$ cat config.mk
export PLATFORM = sky130hd
export DESIGN_NAME = backlight_pwm
export DESIGN_NICKNAME = d
export VERILOG_FILES = /design/src/rtl/bl_pwm_pkg.sv /design/src/rtl/bl_pwm_regs.sv /design/src/rtl/bl_pwm_stage.sv /design/src/rtl/bl_pwm_presc.sv /design/src/rtl/bl_pwm_wave.sv /design/src/rtl/backlight_pwm.sv
export SDC_FILE = /design/constraint.sdc
export NUM_CORES = 1
export LEC_CHECK = 0
export BUFFER_PORTS_ARGS = -buffer_cell sky130_fd_sc_hd__buf_2
export CAP_MARGIN = 20
export CORE_UTILIZATION = 61
export CTS_BUF_LIST = sky130_fd_sc_hd__clkbuf_4
export DETAILED_ROUTE_END_ITERATION = 16
export PLACE_DENSITY_LB_ADDON = 0.05
export SLEW_MARGIN = 25
export SYNTH_ARGS = -nofsm -noshare
export SYNTH_HDL_FRONTEND = slang
export SYNTH_SLANG_ARGS = --single-unit
$ cat constraint.sdc
create_clock -name clk -period 3 [get_ports clk]
set_clock_uncertainty 0.15 [all_clocks]
set_input_delay 0.3 -clock clk [delete_from_list [all_inputs] [get_ports clk]]
set_output_delay 0.3 -clock clk [all_outputs]
set_load 0.05 [all_outputs]
$ cat src/rtl/bl_pwm_pkg.sv
package bl_pwm_pkg;

    localparam int DATA_W  = 32;
    localparam int ADDR_W  = 8;
    localparam int PRE_W   = 10;
    localparam int PER_W   = 12;
    localparam int HI_W    = 13;
    localparam int BUF_W   = 2;

    localparam int PRE_LSB = 16;
    localparam int PER_LSB = 0;
    localparam int HI_LSB  = 16;
    localparam int SEL_BIT = 1;

    localparam logic [ADDR_W-1:0] OFS_RUN   = 8'h00;
    localparam logic [ADDR_W-1:0] OFS_LOAD  = 8'h04;
    localparam logic [ADDR_W-1:0] OFS_SETA  = 8'h08;
    localparam logic [ADDR_W-1:0] OFS_SETB  = 8'h0C;
    localparam logic [ADDR_W-1:0] OFS_BUF   = 8'h10;

    typedef struct packed {
        logic [PRE_W-1:0] pre;
        logic [PER_W-1:0] per;
        logic [HI_W-1:0]  high;
    } pwm_cfg_t;

    typedef struct packed {
        logic run;
        logic manual;
        logic bypass;
    } pwm_mode_t;

    function automatic logic [DATA_W-1:0] seta_word(input logic [PRE_W-1:0] pre,
                                                    input logic manual);
        logic [DATA_W-1:0] w;
        w = '0;
        w[PRE_LSB +: PRE_W] = pre;
        w[SEL_BIT] = manual;
        return w;
    endfunction

    function automatic logic [DATA_W-1:0] setb_word(input logic [PER_W-1:0] per,
                                                    input logic [HI_W-1:0] high);
        logic [DATA_W-1:0] w;
        w = '0;
        w[PER_LSB +: PER_W] = per;
        w[HI_LSB +: HI_W] = high;
        return w;
    endfunction

endpackage

$ cat src/rtl/bl_pwm_regs.sv
module bl_pwm_regs
    import bl_pwm_pkg::*;
(
    input  logic              clk,
    input  logic              rst,
    input  logic              we,
    input  logic [ADDR_W-1:0] addr,
    input  logic [DATA_W-1:0] wdata,
    output logic [DATA_W-1:0] rdata,
    output pwm_cfg_t          shadow,
    output pwm_mode_t         mode,
    output logic              commit_pulse
);

    logic             run_q;
    logic             manual_q;
    logic [BUF_W-1:0] buf_q;
    logic             load_q;
    pwm_cfg_t         shadow_q;

    assign commit_pulse = we && (addr == OFS_LOAD) && wdata[0] && !load_q;

    always_ff @(posedge clk) begin
        if (rst) begin
            run_q    <= 1'b0;
            manual_q <= 1'b0;
            buf_q    <= '0;
            load_q   <= 1'b0;
            shadow_q <= '0;
        end else if (we) begin
            case (addr)
                OFS_RUN:  run_q <= wdata[0];
                OFS_LOAD: load_q <= wdata[0];
                OFS_SETA: begin
                    shadow_q.pre <= wdata[PRE_LSB +: PRE_W];
                    manual_q     <= wdata[SEL_BIT];
                end
                OFS_SETB: begin
                    shadow_q.per  <= wdata[PER_LSB +: PER_W];
                    shadow_q.high <= wdata[HI_LSB +: HI_W];
                end
                OFS_BUF:  buf_q <= wdata[BUF_W-1:0];
                default: ;
            endcase
        end
    end

    always_comb begin
        rdata = '0;
        case (addr)
            OFS_RUN:  rdata[0] = run_q;
            OFS_LOAD: rdata[0] = load_q;
            OFS_SETA: rdata = seta_word(shadow_q.pre, manual_q);
            OFS_SETB: rdata = setb_word(shadow_q.per, shadow_q.high);
            OFS_BUF:  rdata[BUF_W-1:0] = buf_q;
            default:  rdata = '0;
        endcase
    end

    assign shadow      = shadow_q;
    assign mode.run    = run_q;
    assign mode.manual = manual_q;
    assign mode.bypass = &buf_q;

    // a commit leaves the stored bit set, so a repeat cannot pulse again
    p_commit_latch_r7: assert property (@(posedge clk) disable iff (rst)
        commit_pulse |=> load_q);

endmodule

$ cat src/rtl/bl_pwm_stage.sv
module bl_pwm_stage
    import bl_pwm_pkg::*;
(
    input  logic     clk,
    input  logic     rst,
    input  pwm_cfg_t shadow,
    input  logic     commit_pulse,
    input  logic     bypass,
    input  logic     running,
    input  logic     wrap,
    output pwm_cfg_t active
);

    pwm_cfg_t staged_q;
    pwm_cfg_t active_q;
    logic     pending_q;
    logic     apply_ok;

    assign apply_ok = !running || wrap;

    always_ff @(posedge clk) begin
        if (rst) begin
            staged_q  <= '0;
            active_q  <= '0;
            pending_q <= 1'b0;
        end else if (bypass) begin
            active_q  <= shadow;
            pending_q <= 1'b0;
        end else if (commit_pulse) begin
            staged_q <= shadow;
            if (apply_ok) begin
                active_q  <= shadow;
                pending_q <= 1'b0;
            end else begin
                pending_q <= 1'b1;
            end
        end else if (pending_q && apply_ok) begin
            active_q  <= staged_q;
            pending_q <= 1'b0;
        end
    end

    assign active = active_q;

    // a commit in mid period is parked and leaves live settings alone
    p_defer_mid_period_r8: assert property (@(posedge clk) disable iff (rst)
        (!bypass && commit_pulse && running && !wrap) |=> (pending_q && $stable(active_q)));

    // with nothing pending and no bypass, live settings do not move
    p_live_steady_r8: assert property (@(posedge clk) disable iff (rst)
        (!bypass && !commit_pulse && !pending_q) |=> $stable(active_q));

    // commit coinciding with the wrap is live for the new period
    p_commit_at_wrap_r9: assert property (@(posedge clk) disable iff (rst)
        (!bypass && commit_pulse && wrap) |=> (active_q == $past(shadow)));

endmodule

$ cat src/rtl/bl_pwm_presc.sv
module bl_pwm_presc
    import bl_pwm_pkg::*;
(
    input  logic             clk,
    input  logic             rst,
    input  logic             running,
    input  logic [PRE_W-1:0] pre,
    output logic             tick
);

    logic [PRE_W-1:0] div_q;

    assign tick = running && (div_q >= pre);

    always_ff @(posedge clk) begin
        if (rst || !running) begin
            div_q <= '0;
        end else if (tick) begin
            div_q <= '0;
        end else begin
            div_q <= div_q + 1'b1;
        end
    end

    // a non-zero divide never yields ticks on back-to-back clocks
    p_tick_spacing_r2: assert property (@(posedge clk) disable iff (rst)
        (tick && pre != '0) |=> (!tick || pre == '0));

endmodule

$ cat src/rtl/bl_pwm_wave.sv
module bl_pwm_wave
    import bl_pwm_pkg::*;
(
    input  logic     clk,
    input  logic     rst,
    input  logic     running,
    input  logic     manual,
    input  logic     tick,
    input  pwm_cfg_t active,
    output logic     wrap,
    output logic     wave
);

    localparam int CMP_W = ((HI_W > PER_W) ? HI_W : PER_W) + 1;

    logic [PER_W-1:0] pos_q;
    logic             at_end;

    assign at_end = (pos_q >= active.per);
    assign wrap   = tick && at_end;

    always_ff @(posedge clk) begin
        if (rst || !running) begin
            pos_q <= '0;
        end else if (tick) begin
            pos_q <= at_end ? '0 : pos_q + 1'b1;
        end
    end

    assign wave = running && manual && (CMP_W'(pos_q) < CMP_W'(active.high));

    // a stopped modulator keeps its period counter at zero
    p_idle_zero_r5: assert property (@(posedge clk) disable iff (rst)
        !running |=> (pos_q == '0));

    // every start begins at count zero
    p_fresh_start_r5: assert property (@(posedge clk) disable iff (rst)
        $rose(running) |-> (pos_q == '0));

endmodule

$ cat src/rtl/backlight_pwm.sv
module backlight_pwm
    import bl_pwm_pkg::*;
(
    input  logic              clk,
    input  logic              rst,
    input  logic              bus_we,
    input  logic [ADDR_W-1:0] bus_addr,
    input  logic [DATA_W-1:0] bus_wdata,
    output logic [DATA_W-1:0] bus_rdata,
    output logic              pwm_out
);

    pwm_cfg_t  shadow;
    pwm_cfg_t  active;
    pwm_mode_t mode;
    logic      commit_pulse;
    logic      tick;
    logic      wrap;

    bl_pwm_regs u_regs (
        .clk          (clk),
        .rst          (rst),
        .we           (bus_we),
        .addr         (bus_addr),
        .wdata        (bus_wdata),
        .rdata        (bus_rdata),
        .shadow       (shadow),
        .mode         (mode),
        .commit_pulse (commit_pulse)
    );

    bl_pwm_stage u_stage (
        .clk          (clk),
        .rst          (rst),
        .shadow       (shadow),
        .commit_pulse (commit_pulse),
        .bypass       (mode.bypass),
        .running      (mode.run),
        .wrap         (wrap),
        .active       (active)
    );

    bl_pwm_presc u_presc (
        .clk     (clk),
        .rst     (rst),
        .running (mode.run),
        .pre     (active.pre),
        .tick    (tick)
    );

    bl_pwm_wave u_wave (
        .clk     (clk),
        .rst     (rst),
        .running (mode.run),
        .manual  (mode.manual),
        .tick    (tick),
        .active  (active),
        .wrap    (wrap),
        .wave    (pwm_out)
    );

endmodule

; ---- After elaboration in Yosys (flattened, before gate mapping)
; Index checks and enable logic that the tools add are counted.
[word_totals]
regBits = 133
in_bits = 43
out_inout_bits = 33
wordCells = 63
[classes]
add_sub_neg = 2
n_lt_le_gt_ge = 3
n_eq_ne = 5
mux = 11
n_bitwise = 1
n_reduce_logical = 25
[op_table]
columns = operator, count
row1 = 35-bit two-way mux, 4
row2 = 27-bit case mux with 2 select lines, 1
row3 = "8-bit by 4-bit == test with 1-bit output, second input constant", 2
row4 = 2-bit AND reduction, 8
row5 = 12-bit by 13-bit < comparator with 1-bit output, 1
row6 = "12-bit by 1-bit adder with 12-bit output, second input constant", 1
row7 = 12-bit greater-or-equal comparator, 1
row8 = 12-bit two-way mux, 1
row9 = "10-bit by 1-bit adder with 10-bit output, second input constant", 1
row10 = 10-bit greater-or-equal comparator, 1
row11 = "8-bit by 3-bit == test with 1-bit output, second input constant", 1
row12 = "8-bit by 5-bit == test with 1-bit output, second input constant", 1
row13 = 1-bit logical AND, 8
row14 = 8-bit logical NOT, 1
row15 = 1-bit case mux with 4 select lines, 1
row16 = 2-bit OR reduction, 2
row17 = 1-bit two-way mux, 3
row18 = "3-bit by 1-bit != test with 1-bit output, second input constant", 1
row19 = 1-bit case mux with 3 select lines, 1
row20 = 3-bit nonzero test, 1
row21 = 1-bit logical NOT, 2
row22 = 1-bit logical OR, 2
row23 = 2-bit nonzero test, 1
row24 = 1-bit inverter, 1

; ---- Logic depth before layout (Yosys ltp)
[logic_depth]
word_depth = 8
mapped_depth = 10
depth_no_buf = 8

; ---- Modules after synthesis
; Synthesis repeated with hierarchy kept, for this count alone.
[hier_totals]
cells_unflattened = 759
hier_area_um2 = 7059.3
[by_module_without_submodules]
columns = module, instances, cells_each, area_each_um2, seq_area_each_um2
row1 = bl_pwm_stage, 1, 319, 3060.4, 1421.4
row2 = bl_pwm_regs, 1, 215, 2135.8, 800.8
row3 = bl_pwm_wave, 1, 147, 1158.6, 240.2
row4 = bl_pwm_presc, 1, 78, 704.4, 200.2

; ---- Worst setup path before layout
; No wires, ideal clock.
[synth_path]
path_kind = register -> output
startpoint = register u_stage.active_q (netlist bit u_stage.active[1])
endpoint = output pwm_out
arrival_ns = 1.907
required_time_ns = 2.550
path_slack_ns = 0.643
path_stages_with_launch = 8
n_path_buf = 0
cell_sequence = dfxtp_1 > inv_1 > ha_1 > a21o_1 > a21o_1 > a21oi_1 > o31ai_1 > a21oi_1
[synth_between]
elab_chain_len = 2
[synth_rtl]
columns = item, line_no
row1 = "start, declared", bl_pwm_stage.sv:15  ; pwm_cfg_t active_q;
row2 = "start signal, assigned", bl_pwm_stage.sv:27  ; active_q <= shadow;
row3 = "start signal, assigned", bl_pwm_stage.sv:32  ; active_q <= shadow;
row4 = "start signal, assigned", bl_pwm_stage.sv:38  ; active_q <= staged_q;
row5 = 12-bit by 13-bit < comparator with 1-bit output, bl_pwm_wave.sv:30  ; assign wave = running && manual && (CMP_W'(pos_q) < CMP_W'(active.high));
row6 = 1-bit logical AND, bl_pwm_wave.sv:30
row7 = "end, declared", backlight_pwm.sv:10  ; output logic pwm_out
; Every way passes these cells.

; ---- Worst setup path after layout
[layout_path]
startpoint = input bus_addr[1]
endpoint = output bus_rdata[16]
[layout_between]
elab_chain_len = 2
word_cells_on_any_way = 3
cone_classes = 2 x eq/ne / 1 x mux
[layout_rtl]
columns = item, line_no
row1 = "start, declared", backlight_pwm.sv:7  ; input logic [ADDR_W-1:0] bus_addr,
row2 = 8-bit by 4-bit == test with 1-bit output, bl_pwm_regs.sv:50  ; case (addr)
row3 = 27-bit case mux with 2 select lines *, bl_pwm_regs.sv:50
row4 = "end, declared", backlight_pwm.sv:9  ; output logic [DATA_W-1:0] bus_rdata,
; Mark *: on every way between the ends. The rest lies on a longest branch, timed or not.

==> impl_metrics.toml <==
[worst_setup_path]
arrival_ns = 2.37
cp_slowest_cell = "dlygate4sd3_1"
crit_required_ns = 2.55
start_kind = "input pin"
path_buf_inv = 4
worstPathCellList = "dlygate4sd3_1 > buf_2 > nor3b_2 > and3_1 > buf_4 > a22o_1 > buf_2"
crit_family = "buffers and inverters"
worstSetupPathType = "in -> out"
cp-end-kind = "output port"
crit_path_frequent_cell = "buf_2"
path_max_fanout = 26
critical-path-max-stage-delay_ns = 0.56

[clock_tree]
cts_resized = 0
ctsHtreeMaxLevel = 4
cts_root_buffer = "clkbuf_4"
cts.clk_slew.worst_paths_ns = 0.11
cts_buffers = 17
clock_sinks = 133
cts_tree = "built"
cts_buffer_depth = 2
insertion_delay_ns = 0.57

[cells_and_area]
area_growth_pct = 12.85
drive_gt1_share_pct = 17.19
diodes = 0
final_core_util_pct = 70.55
fillCellCount = 874
final_nets = 927

[power]
p_leak_nw = 2.627
power_density_mw_per_mm2 = 405.2
vdd_drop_max_mv = 0.4082
finalPower_mw = 3.085

[synth]
yosysSeqAreaShare_pct = 39.46
ys_seq_elements = 133
synth_cells = 777
synth_area_leaders = "dfxtp_1 (39%), nand2_1 (8.7%), ha_1 (6.5%), a21oi_1 (6.2%), a211oi_2 (5.6%)"
synth_flop_cell = "dfxtp_1"
yosys_warnings = 0
avgSynthCellArea_um2 = 8.684
syn_area_mm2 = 0.006748
yosysUniqueCellTypes = 52
async_reset_ff_share_pct = 0
synth_edf_count = 0
synth_top_area_cell = "dfxtp_1"
synth_top_area_share_pct = 39.46
yosysMostFrequentCell = "nand2_1"
ys_top_cells_by_count = "nand2_1 (157), dfxtp_1 (133), a21oi_1 (83)"

[routing]
dr.pass1.iters = 5
drtIter0Drc = 348
route.detailed.drc = 0
wl_per_cell_um = 16.46
wirelength_um = 16470
vias = 5759
ant_nets = 0
vias_per_cell = 5.753

[sta]
fin_crit_ns = 2.823
grt_setup_unrepaired = "no"
fmax_ghz = 0.3542
setup_viol = 0
setup_ws_ns = 0.1767
drv_slew = 0
tightest_slew_ns = 0.6861
hold_viol = 0
fin_setup_tns_ns = 0
relSlewSlack_pct = 54.26
min_period_over_period_pct = 94.11

[floorplanning]
chipHeight_um = 107.2
die_w_um = 107.2
die_area_mm2 = 0.01149
initial_core_util_pct = 62.52
pin_count = 76
core_area_mm2 = 0.01079
num_rows = 38

[grt]
grt_antenna_before_repair = 0
grt_first_pass_wirelength_um = 26520
grt.overflow.total = 0
grt_pass1_vias = 5454
grt_max_degree = 55
track_usage_pct = 30.37

[place]
place.gp.congestion = 0.8611
place_ws_ns = 0.5020
portBuffers = 61
hpwl_um = 10950

[min_path]
hold_path_class = "in -> reg"

[status]
status = "completed"

[run]
cap_viol_max_count = 0
-- metal layers --
layer	vias up	part of all wire, %	GRT usage, %
met5	-	0	0
met4	0	1.9	13.21
met3	25	5.8	5.106
met2	174	47	48.02
met1	2715	45	40.78
li1	2845	-	-
-- worst register-to-register path, delay by kind of cell (launching register included) --
| family | cells | cell delay [ns] |
|---|---|---|
| AO/OA/AOI/OAI | 4 | 1.03 |
| adder cells (fa/ha/maj) | 1 | 0.28 |
| AND/OR/NAND/NOR | 1 | 0.16 |
| buffers and inverters | 2 | 0.45 |
| flip-flops | 1 | 0.39 |
-- layout make-up --
type | count | area, um2 | share of cell area, %
Clock buffer | 19 | 142.6 | 1.873
Clock inverter | 12 | 127.6 | 1.676
Inverter | 39 | 146.4 | 1.922
Multi-Input combinational cell | 554 | 3650 | 47.93
Sequential cell | 133 | 2663 | 34.97
Tap cell | 140 | 175.2 | 2.300
Timing Repair Buffer | 104 | 710.7 | 9.333
-- stage by stage --
stage | area, um2 | hold WS [ns] | cells
final | 7615 | 0.03207 | 1001
after floorplan | 6770 | 0.2812 | 783
after detailed placement | 7074 | 0.2923 | 943
after global routing | 7615 | 0.05090 | 1001
after global placement | 7074 | 0.2870 | 943
after CTS | 7615 | 0.001505 | 1001
-- power breakdown --
group	internal [mW]	leakage (nW)	total [mW]	switching, mW
Clock	0.509	0.145	1.18	0.673
Combinational	0.0519	1.41	0.135	0.0834
Sequential	1.77	1.07	1.77	0.00152
-- sequential cells by signal, indices dropped and copies added (netlist names) --
register and cells:
u_regs.load_q 1, u_regs.run_q 1, u_stage.staged_q 35, u_wave.pos_q 12, u_regs.buf_q 2, u_stage.pending_q 1
u_regs.shadow 35, u_regs.manual_q 1, u_presc.div_q 10, u_stage.active 35
-- cells in the final DEF (no fill, tap or decap), types with 3 or more instances in the layout --
master         count
inv_6              4
and2_1            18
inv_1             39
nand3_1           13
ha_1              35
xor2_1            13
and3_1             5
clkbuf_4          19
nand4_1            3
nand2b_1           4
a21oi_1           83
nor2_1            30
dfxtp_1          133
or3_1              3
conb_1             7
o2111ai_1          6
a22o_1            10
nand2_1          157
a211oi_2          30
nor2b_1            4
buf_2             60
nor3_1             4
buf_4             16
dlygate4sd3_1     27
nor3b_1            3
o211ai_1           3
mux2i_1           37
a211oi_1          42
a21o_1             5
xnor2_1            6
o21ai_0            8
-- cell families after synthesis --
family	after synthesis	synth area share, %
xor gates and xnor gates	19	2.466
AOI/OAI and AO/OA	203	22.07
and+or+nand+nor	252	16.97
adders and majority gates	35	6.490
buffers and inverters	96	6.842
muxes	38	5.656
other	1	0.05557
DFF	133	39.46
-- worst paths after layout --
check	startpoint	endpoint	slack (ns)	depth (start not counted)
max reg2reg	u_stage.active[31]	u_stage.active[32]	0.45	8
min	bus_addr[0]	u_regs.load_q	0.03	5
max	bus_addr[1]	bus_rdata[16]	0.18	7
min reg2reg	u_stage.staged_q[28]	u_stage.staged_q[28]	0.31	2
-- repair_timing --
action,CTS,global route
setup endpoints to repair,0,0
buffers inserted,0,0
hold endpoints to repair,40,0
hold buffers,27,0
Power figures use the tool's default switching activity.
